File: config.mk
export PLATFORM = sky130hd
export DESIGN_NAME = scl_timing_gen
export DESIGN_NICKNAME = d
export VERILOG_FILES = /design/src/rtl/scl_timing_pkg.sv /design/src/rtl/scl_cfg_latch.sv /design/src/rtl/scl_phase_seq.sv /design/src/rtl/scl_sda_hold.sv /design/src/rtl/scl_timing_gen.sv
export SDC_FILE = /design/constraint.sdc
export NUM_CORES = 1
export LEC_CHECK = 0
export BUFFER_PORTS_ARGS = -buffer_cell sky130_fd_sc_hd__clkbuf_2
export CORE_ASPECT_RATIO = 1.5
export CORE_UTILIZATION = 57
export DETAILED_ROUTE_END_ITERATION = 7
export HOLD_SLACK_MARGIN = 0.03
export MAX_ROUTING_LAYER = met4
export PLACE_DENSITY = 0.84
export SLEW_MARGIN = 20
export SYNTH_ARGS = -nofsm -noshare
export SYNTH_HDL_FRONTEND = slang
export SYNTH_SLANG_ARGS = --single-unit
File: constraint.sdc
create_clock -name clk -period 6.1 [get_ports clk]
set_clock_uncertainty 0.15 [all_clocks]
set_input_delay 1.22 -clock clk [delete_from_list [all_inputs] [get_ports clk]]
set_output_delay 1.22 -clock clk [all_outputs]
set_load 0.01 [all_outputs]
File: src/rtl/scl_timing_pkg.sv
package scl_timing_pkg;

    typedef enum logic [1:0] {
        PH_IDLE = 2'd0,
        PH_LOW  = 2'd1,
        PH_HIGH = 2'd2
    } phase_e;

    localparam logic [1:0] SEL_STD  = 2'd1;
    localparam logic [1:0] SEL_FAST = 2'd2;
    localparam logic [1:0] SEL_HS   = 2'd3;

    localparam int NUM_PAIRS        = 3;
    localparam int FIXED_HIGH_EXTRA = 7;
    localparam int LOW_EXTRA        = 1;

    // Index of the count pair used by a speed code: 0 std, 1 fast, 2 high speed
    function automatic logic [1:0] pair_of(input logic [1:0] sel);
        case (sel)
            SEL_FAST: return 2'd1;
            SEL_HS:   return 2'd2;
            default:  return 2'd0;
        endcase
    endfunction

    function automatic logic uses_hs_spike(input logic [1:0] sel);
        return sel == SEL_HS;
    endfunction

endpackage

File: src/rtl/scl_cfg_latch.sv
module scl_cfg_latch
    import scl_timing_pkg::*;
#(
    parameter int CNT_W  = 16,
    parameter int SPK_W  = 8,
    parameter int HOLD_W = 16,
    parameter int LEN_W  = 18
) (
    input  logic                               clk,
    input  logic                               rst,
    input  logic                               capture,
    input  logic [1:0]                         speed_sel,
    input  logic [NUM_PAIRS-1:0][CNT_W-1:0]    hcnt_pairs,
    input  logic [NUM_PAIRS-1:0][CNT_W-1:0]    lcnt_pairs,
    input  logic [SPK_W-1:0]                   spk_fs,
    input  logic [SPK_W-1:0]                   spk_hs,
    input  logic [HOLD_W-1:0]                  hold_cnt,
    output logic [LEN_W-1:0]                   nxt_low_len,
    output logic [LEN_W-1:0]                   nxt_high_len,
    output logic [HOLD_W-1:0]                  nxt_hold,
    output logic [LEN_W-1:0]                   cur_low_len,
    output logic [LEN_W-1:0]                   cur_high_len,
    output logic [HOLD_W-1:0]                  cur_hold
);

    logic [CNT_W-1:0] h_eff [NUM_PAIRS];
    logic [CNT_W-1:0] l_eff [NUM_PAIRS];
    logic [CNT_W-1:0] h_sel;
    logic [CNT_W-1:0] l_sel;
    logic [SPK_W-1:0] spk_sel;
    logic [1:0]       idx;

    // Zero counts are promoted to the minimum legal value of 1
    for (genvar p = 0; p < NUM_PAIRS; p++) begin : g_pair
        assign h_eff[p] = (hcnt_pairs[p] == '0) ? CNT_W'(1) : hcnt_pairs[p];
        assign l_eff[p] = (lcnt_pairs[p] == '0) ? CNT_W'(1) : lcnt_pairs[p];
    end

    always_comb begin
        idx     = pair_of(speed_sel);
        spk_sel = uses_hs_spike(speed_sel) ? spk_hs : spk_fs;
        case (idx)
            2'd1:    begin h_sel = h_eff[1]; l_sel = l_eff[1]; end
            2'd2:    begin h_sel = h_eff[2]; l_sel = l_eff[2]; end
            default: begin h_sel = h_eff[0]; l_sel = l_eff[0]; end
        endcase
        nxt_high_len = LEN_W'(h_sel) + LEN_W'(spk_sel) + LEN_W'(FIXED_HIGH_EXTRA);
        nxt_low_len  = LEN_W'(l_sel) + LEN_W'(LOW_EXTRA);
        nxt_hold     = (hold_cnt == '0) ? HOLD_W'(1) : hold_cnt;
    end

    always_ff @(posedge clk) begin
        if (rst) begin
            cur_low_len  <= '0;
            cur_high_len <= '0;
            cur_hold     <= '0;
        end else if (capture) begin
            cur_low_len  <= nxt_low_len;
            cur_high_len <= nxt_high_len;
            cur_hold     <= nxt_hold;
        end
    end

    assert_cfg_frozen_R10: assert property (@(posedge clk) disable iff (rst)
        !capture |=> ($stable(cur_low_len) && $stable(cur_high_len) && $stable(cur_hold)));

endmodule

File: src/rtl/scl_phase_seq.sv
module scl_phase_seq
    import scl_timing_pkg::*;
#(
    parameter int LEN_W = 18
) (
    input  logic             clk,
    input  logic             rst,
    input  logic             run_en,
    input  logic [LEN_W-1:0] nxt_low_len,
    input  logic [LEN_W-1:0] cur_low_len,
    input  logic [LEN_W-1:0] cur_high_len,
    output logic             capture,
    output logic             low_load,
    output phase_e           phase,
    output logic             near_end,
    output logic             low_start,
    output logic             high_start
);

    logic [LEN_W-1:0] ph_cnt;

    assign capture  = run_en && (phase == PH_IDLE);
    assign low_load = run_en && (capture || (phase == PH_HIGH && ph_cnt == '0));
    assign near_end = (phase == PH_LOW) && (ph_cnt == LEN_W'(1));

    always_ff @(posedge clk) begin
        if (rst) begin
            phase      <= PH_IDLE;
            ph_cnt     <= '0;
            low_start  <= 1'b0;
            high_start <= 1'b0;
        end else begin
            low_start  <= 1'b0;
            high_start <= 1'b0;
            if (!run_en) begin
                phase  <= PH_IDLE;
                ph_cnt <= '0;
            end else begin
                case (phase)
                    PH_IDLE: begin
                        phase     <= PH_LOW;
                        ph_cnt    <= nxt_low_len - 1'b1;
                        low_start <= 1'b1;
                    end
                    PH_LOW: begin
                        if (ph_cnt == '0) begin
                            phase      <= PH_HIGH;
                            ph_cnt     <= cur_high_len - 1'b1;
                            high_start <= 1'b1;
                        end else begin
                            ph_cnt <= ph_cnt - 1'b1;
                        end
                    end
                    PH_HIGH: begin
                        if (ph_cnt == '0) begin
                            phase     <= PH_LOW;
                            ph_cnt    <= cur_low_len - 1'b1;
                            low_start <= 1'b1;
                        end else begin
                            ph_cnt <= ph_cnt - 1'b1;
                        end
                    end
                    default: begin
                        phase  <= PH_IDLE;
                        ph_cnt <= '0;
                    end
                endcase
            end
        end
    end

    assert_start_low_R2: assert property (@(posedge clk) disable iff (rst)
        capture |=> (phase == PH_LOW && low_start));

    assert_low_bound_R3: assert property (@(posedge clk) disable iff (rst)
        (phase == PH_LOW) |-> (ph_cnt < cur_low_len));

    assert_high_bound_R4: assert property (@(posedge clk) disable iff (rst)
        (phase == PH_HIGH) |-> (ph_cnt < cur_high_len));

endmodule

File: src/rtl/scl_sda_hold.sv
module scl_sda_hold #(
    parameter int HOLD_W = 16
) (
    input  logic              clk,
    input  logic              rst,
    input  logic              run_en,
    input  logic              low_load,
    input  logic [HOLD_W-1:0] hold_val,
    input  logic              in_low,
    input  logic              near_end,
    output logic              sda_change
);

    logic [HOLD_W-1:0] hold_q;
    logic              fired;

    always_ff @(posedge clk) begin
        if (rst || !run_en) begin
            hold_q     <= '0;
            fired      <= 1'b1;
            sda_change <= 1'b0;
        end else if (low_load) begin
            hold_q     <= hold_val;
            fired      <= 1'b0;
            sda_change <= 1'b0;
        end else if (in_low && !fired) begin
            if (hold_q != '0) begin
                hold_q <= hold_q - 1'b1;
            end
            // Fire when the hold elapses, or at the latest in the last low cycle
            if (hold_q == HOLD_W'(1) || near_end) begin
                sda_change <= 1'b1;
                fired      <= 1'b1;
            end else begin
                sda_change <= 1'b0;
            end
        end else begin
            sda_change <= 1'b0;
        end
    end

    assert_sda_in_low_R8: assert property (@(posedge clk) disable iff (rst)
        sda_change |-> in_low);

    assert_sda_single_R8: assert property (@(posedge clk) disable iff (rst)
        sda_change |=> !sda_change);

endmodule

File: src/rtl/scl_timing_gen.sv
module scl_timing_gen
    import scl_timing_pkg::*;
#(
    parameter int CNT_W  = 16,
    parameter int SPK_W  = 8,
    parameter int HOLD_W = 16
) (
    input  logic              clk,
    input  logic              rst,
    input  logic              run_en,
    input  logic [1:0]        speed_sel,
    input  logic [CNT_W-1:0]  std_hcnt,
    input  logic [CNT_W-1:0]  std_lcnt,
    input  logic [CNT_W-1:0]  fast_hcnt,
    input  logic [CNT_W-1:0]  fast_lcnt,
    input  logic [CNT_W-1:0]  hs_hcnt,
    input  logic [CNT_W-1:0]  hs_lcnt,
    input  logic [SPK_W-1:0]  spk_len_fs,
    input  logic [SPK_W-1:0]  spk_len_hs,
    input  logic [HOLD_W-1:0] sda_hold_cnt,
    output logic              scl_o,
    output logic              low_start,
    output logic              high_start,
    output logic              sda_change
);

    localparam int WIDEST = (CNT_W > SPK_W) ? CNT_W : SPK_W;
    localparam int LEN_W  = WIDEST + 2;

    logic [NUM_PAIRS-1:0][CNT_W-1:0] hcnt_pairs;
    logic [NUM_PAIRS-1:0][CNT_W-1:0] lcnt_pairs;
    logic [LEN_W-1:0]  nxt_low_len, nxt_high_len, cur_low_len, cur_high_len;
    logic [HOLD_W-1:0] nxt_hold, cur_hold, hold_val;
    logic              capture, low_load, near_end;
    phase_e            phase;

    assign hcnt_pairs = {hs_hcnt, fast_hcnt, std_hcnt};
    assign lcnt_pairs = {hs_lcnt, fast_lcnt, std_lcnt};

    scl_cfg_latch #(
        .CNT_W (CNT_W),
        .SPK_W (SPK_W),
        .HOLD_W(HOLD_W),
        .LEN_W (LEN_W)
    ) cfg_i (
        .clk         (clk),
        .rst         (rst),
        .capture     (capture),
        .speed_sel   (speed_sel),
        .hcnt_pairs  (hcnt_pairs),
        .lcnt_pairs  (lcnt_pairs),
        .spk_fs      (spk_len_fs),
        .spk_hs      (spk_len_hs),
        .hold_cnt    (sda_hold_cnt),
        .nxt_low_len (nxt_low_len),
        .nxt_high_len(nxt_high_len),
        .nxt_hold    (nxt_hold),
        .cur_low_len (cur_low_len),
        .cur_high_len(cur_high_len),
        .cur_hold    (cur_hold)
    );

    scl_phase_seq #(
        .LEN_W(LEN_W)
    ) seq_i (
        .clk         (clk),
        .rst         (rst),
        .run_en      (run_en),
        .nxt_low_len (nxt_low_len),
        .cur_low_len (cur_low_len),
        .cur_high_len(cur_high_len),
        .capture     (capture),
        .low_load    (low_load),
        .phase       (phase),
        .near_end    (near_end),
        .low_start   (low_start),
        .high_start  (high_start)
    );

    assign hold_val = capture ? nxt_hold : cur_hold;

    scl_sda_hold #(
        .HOLD_W(HOLD_W)
    ) hold_i (
        .clk       (clk),
        .rst       (rst),
        .run_en    (run_en),
        .low_load  (low_load),
        .hold_val  (hold_val),
        .in_low    (phase == PH_LOW),
        .near_end  (near_end),
        .sda_change(sda_change)
    );

    assign scl_o = (phase != PH_LOW);

    assert_idle_release_R1: assert property (@(posedge clk) disable iff (rst)
        !run_en |=> (scl_o && !low_start && !high_start && !sda_change));

    assert_low_mark_R2: assert property (@(posedge clk) disable iff (rst)
        low_start |-> !scl_o);

    assert_high_mark_R4: assert property (@(posedge clk) disable iff (rst)
        high_start |-> scl_o);

endmodule

==> run_results.csv <==
group,metric,value,unit
setup_path,crit_path_end,"cfg_i.cur_high_len[13]",
yosys,ys_ff_latch,91,
detailed_routing,vias,7587,
sta,setup_violations,0,
run_status,status,"completed",
sta,tightest_slew,1030,ps
yosys,synthFlopType,"dfxtp_1",
clock_tree,numCtsBuffers,9,
layout,fin_util,66.8,%
floorplanning,dieArea,0.0133,sq mm
setup_path,ff2ff_path_depth,8,
detailed_routing,routedWlPerCell,16.3,um
setup_path,cp-startpoint,"speed_sel[0]",
run,drv_cap,0,
clock_tree,path_clk_slew,60,ps
sta,rsz0062_at_grt,"false",
layout,antenna_cells,0,
place,gp_congestion,0.948,
detailed_routing,routed_wl,20000,um
yosys,synthCells,954,
detailed_routing,drc,0,
global_routing,antenna_found_initial,0,
global_routing,grt_use_total,31.1,%
sta,holdWs,337,ps
layout,fin_nets,1220,
yosys,async_flop_share,0,%
floorplanning,coreArea,0.0125,sq mm
clock_tree,clock_latency,350,ps
setup_path,cp.arrival,5470,ps
yosys,ys_types,73,
setup_path,path_max_fanout,12,
yosys,syn-num-nets,1107,
sta,period_share,87.9,%
layout,area_growth,14.4,%
power,irDropWorstVdd,0.134,mV
layout,drive_above_1_share,17.6,%
worst_hold_path,min_path_type,"reg -> reg",
sta,final-hold-violation-count,0,
layout,fin_cells,1228,
clock_tree,cts-root-buf,"clkbuf_16",
floorplanning,fp.dieH,141,um
power,p_leak,3.40,nW
setup_path,r2r_end,"hold_i.hold_q[12]",
yosys,syn_area,0.00731,sq mm
sta,slew_headroom,30.4,%
floorplanning,die_x,94.5,um
clock_tree,cts_setup_buffers,0,
setup_path,r2r_start,"seq_i.phase[0]",
clock_tree,htree_levels,3,
detailed_routing,via_per_inst,6.18,
global_routing,grt_pass1_vias,7168,
global_routing,grt_start_max_net_pins,64,
clock_tree,cts_resized,0,
clock_tree,cts_hold_buf,0,
setup_path,critical_path.slowest_cell,"nand2_1",
setup_path,worstSetupPathType,"in -> reg",
setup_path,r2r_slack,2530,ps
yosys,synth.avg_cell_area,7.66,sq um
yosys,ys_warn_count,0,
clock_tree,clock_path_buffers,2,
yosys,synth_edf_count,0,
yosys,ys_seq_area_share,24.9,%
clock_tree,clkSinkCount,91,
sta,fin_tns_setup,0,ps
sta,fmaxAchievable,187,MHz
sta,finalMaxSlewViolations,0,
detailed_routing,drt_iter0_markers,487,
detailed_routing,ant_nets,0,
floorplanning,io_pins,137,
sta,fin_crit,5360,ps
setup_path,cp_cell_sequence,"clkbuf_2 > nand2_1 > a41oi_1 > a222oi_1 > ha_1 > inv_1 > fa_1 > nor2b_1 > o21ai_0 > nor3b_1 > nor4_1 > nand4_1 > a211o_1 > a21oi_1 > xnor2_1 > a211oi_1",
setup_path,crit_path_end_kind,"register",
floorplanning,initial_utilization,58.4,%
floorplanning,rows,50,
place,dp.cells,1212,
power,total_power,2.12,mW
clock_tree,cts_tree,"done",
global_routing,grt_pass1_wl,32000,um
place,port_buffers,136,
setup_path,cp_slowest_stage_delay,540,ps
setup_path,required,6210,ps
place,dp_hpwl,15900,um
global_routing,overflow,0,
setup_path,worstSetupStartpointType,"primary input",
power,power_density,254,mW/mm^2
detailed_routing,first_pass_iters,5,
[cell families after synthesis]
| group | synth area share [%] |
|---|---|
| compound gates | 21.5 |
| xor+xnor | 11.0 |
| fa+ha+maj | 3.53 |
| buf+inv | 3.75 |
| flops | 24.9 |
| mux | 8.68 |
| simple gates | 26.6 |
[synth_stat cells, drive strengths merged (10+ instances only)]
master	n	area, sq um
nor2	146	548
xnor2	60	533
mux2i	45	454
a21o	10	82.6
o21ai	32	160
o211ai	10	80.1
mux2	16	180
a21oi	75	379
a211oi	31	233
nand2	61	229
clkbuf	36	135
inv	20	75.1
xor2	31	272
nand3	27	148
nor3	38	190
ha	19	238
dfxtp	91	1820
or3	13	81.3
nor4	50	349
[cell usage in the layout (no fill, tap or decap), types with 31 or more instances in the layout]
cell type  netlist  final
dfxtp_1         91     91
clkbuf_2         0    136
nor2_1         146    146
nor4_1          47     47
a21oi_1         74     74
a211oi_1        31     31
nor3_1          38     37
xnor2_1         59     59
xor2_1          31     31
nand2_1         61     61
mux2i_1         44     44
[worst max-delay path, delay by kind of cell]
| kind | cells | cell delay (ps) |
|---|---|---|
| xor gates and xnor gates | 1 | 100 |
| AOI/OAI and AO/OA | 6 | 1490 |
| and+or+nand+nor | 5 | 1680 |
| buffers and inverters | 2 | 300 |
| adders and majority gates | 2 | 680 |
[sequential cells by signal, summed over array words and instances (netlist names)]
name	cells
cfg_i.cur_high_len	18
seq_i.ph_cnt	18
cfg_i.cur_low_len	17
cfg_i.cur_hold	16
hold_i.hold_q	16
seq_i.phase	2
hold_i.fired	1
hold_i.sda_change	1
seq_i.high_start	1
seq_i.low_start	1
[worst min-delay path by stage]
stage                                         to  depth (start not counted)              startpoint
after floorplan                cfg_i.cur_hold[8]                          2       cfg_i.cur_hold[8]
after global placement         cfg_i.cur_hold[8]                          2       cfg_i.cur_hold[8]
after detailed placement   cfg_i.cur_low_len[16]                          2   cfg_i.cur_low_len[16]
after CTS                  cfg_i.cur_low_len[16]                          2   cfg_i.cur_low_len[16]
after global routing      cfg_i.cur_high_len[17]                          1  cfg_i.cur_high_len[17]
final                     cfg_i.cur_high_len[17]                          1  cfg_i.cur_high_len[17]
[metal layers]
layer	global-route usage (%)	part of all wire (%)	vias up
li1	-	-	3775
met5	-	0	-
met2	55.1	51	292
met4	19.9	6.0	0
met1	31.8	39	3457
met3	3.61	4.5	63
[area by class of cell]
type | count | area, sq um
clock buffer | 11 | 233
clock inverter | 5 | 53.8
fill | 1104 | 4150
inverter | 21 | 78.8
multi-input combinational | 798 | 5220
sequential | 91 | 1820
tap | 156 | 195
timing repair buffer | 146 | 756
[metrics by stage]
stage	worst slack [ps]	instance area [sq um]
floorplan	1020	7310
global placement	689	8070
detailed placement	532	8070
CTS	889	8360
global route	417	8360
finish	738	8360
[power breakdown]
group	total (mW)	switching, mW	internal [mW]
Combinational	0.861	0.518	0.343
Sequential	0.710	0.0584	0.652
Clock	0.548	0.232	0.316
Total	2.12	0.808	1.31
Note: power is estimated with default switching activity, not from simulation.
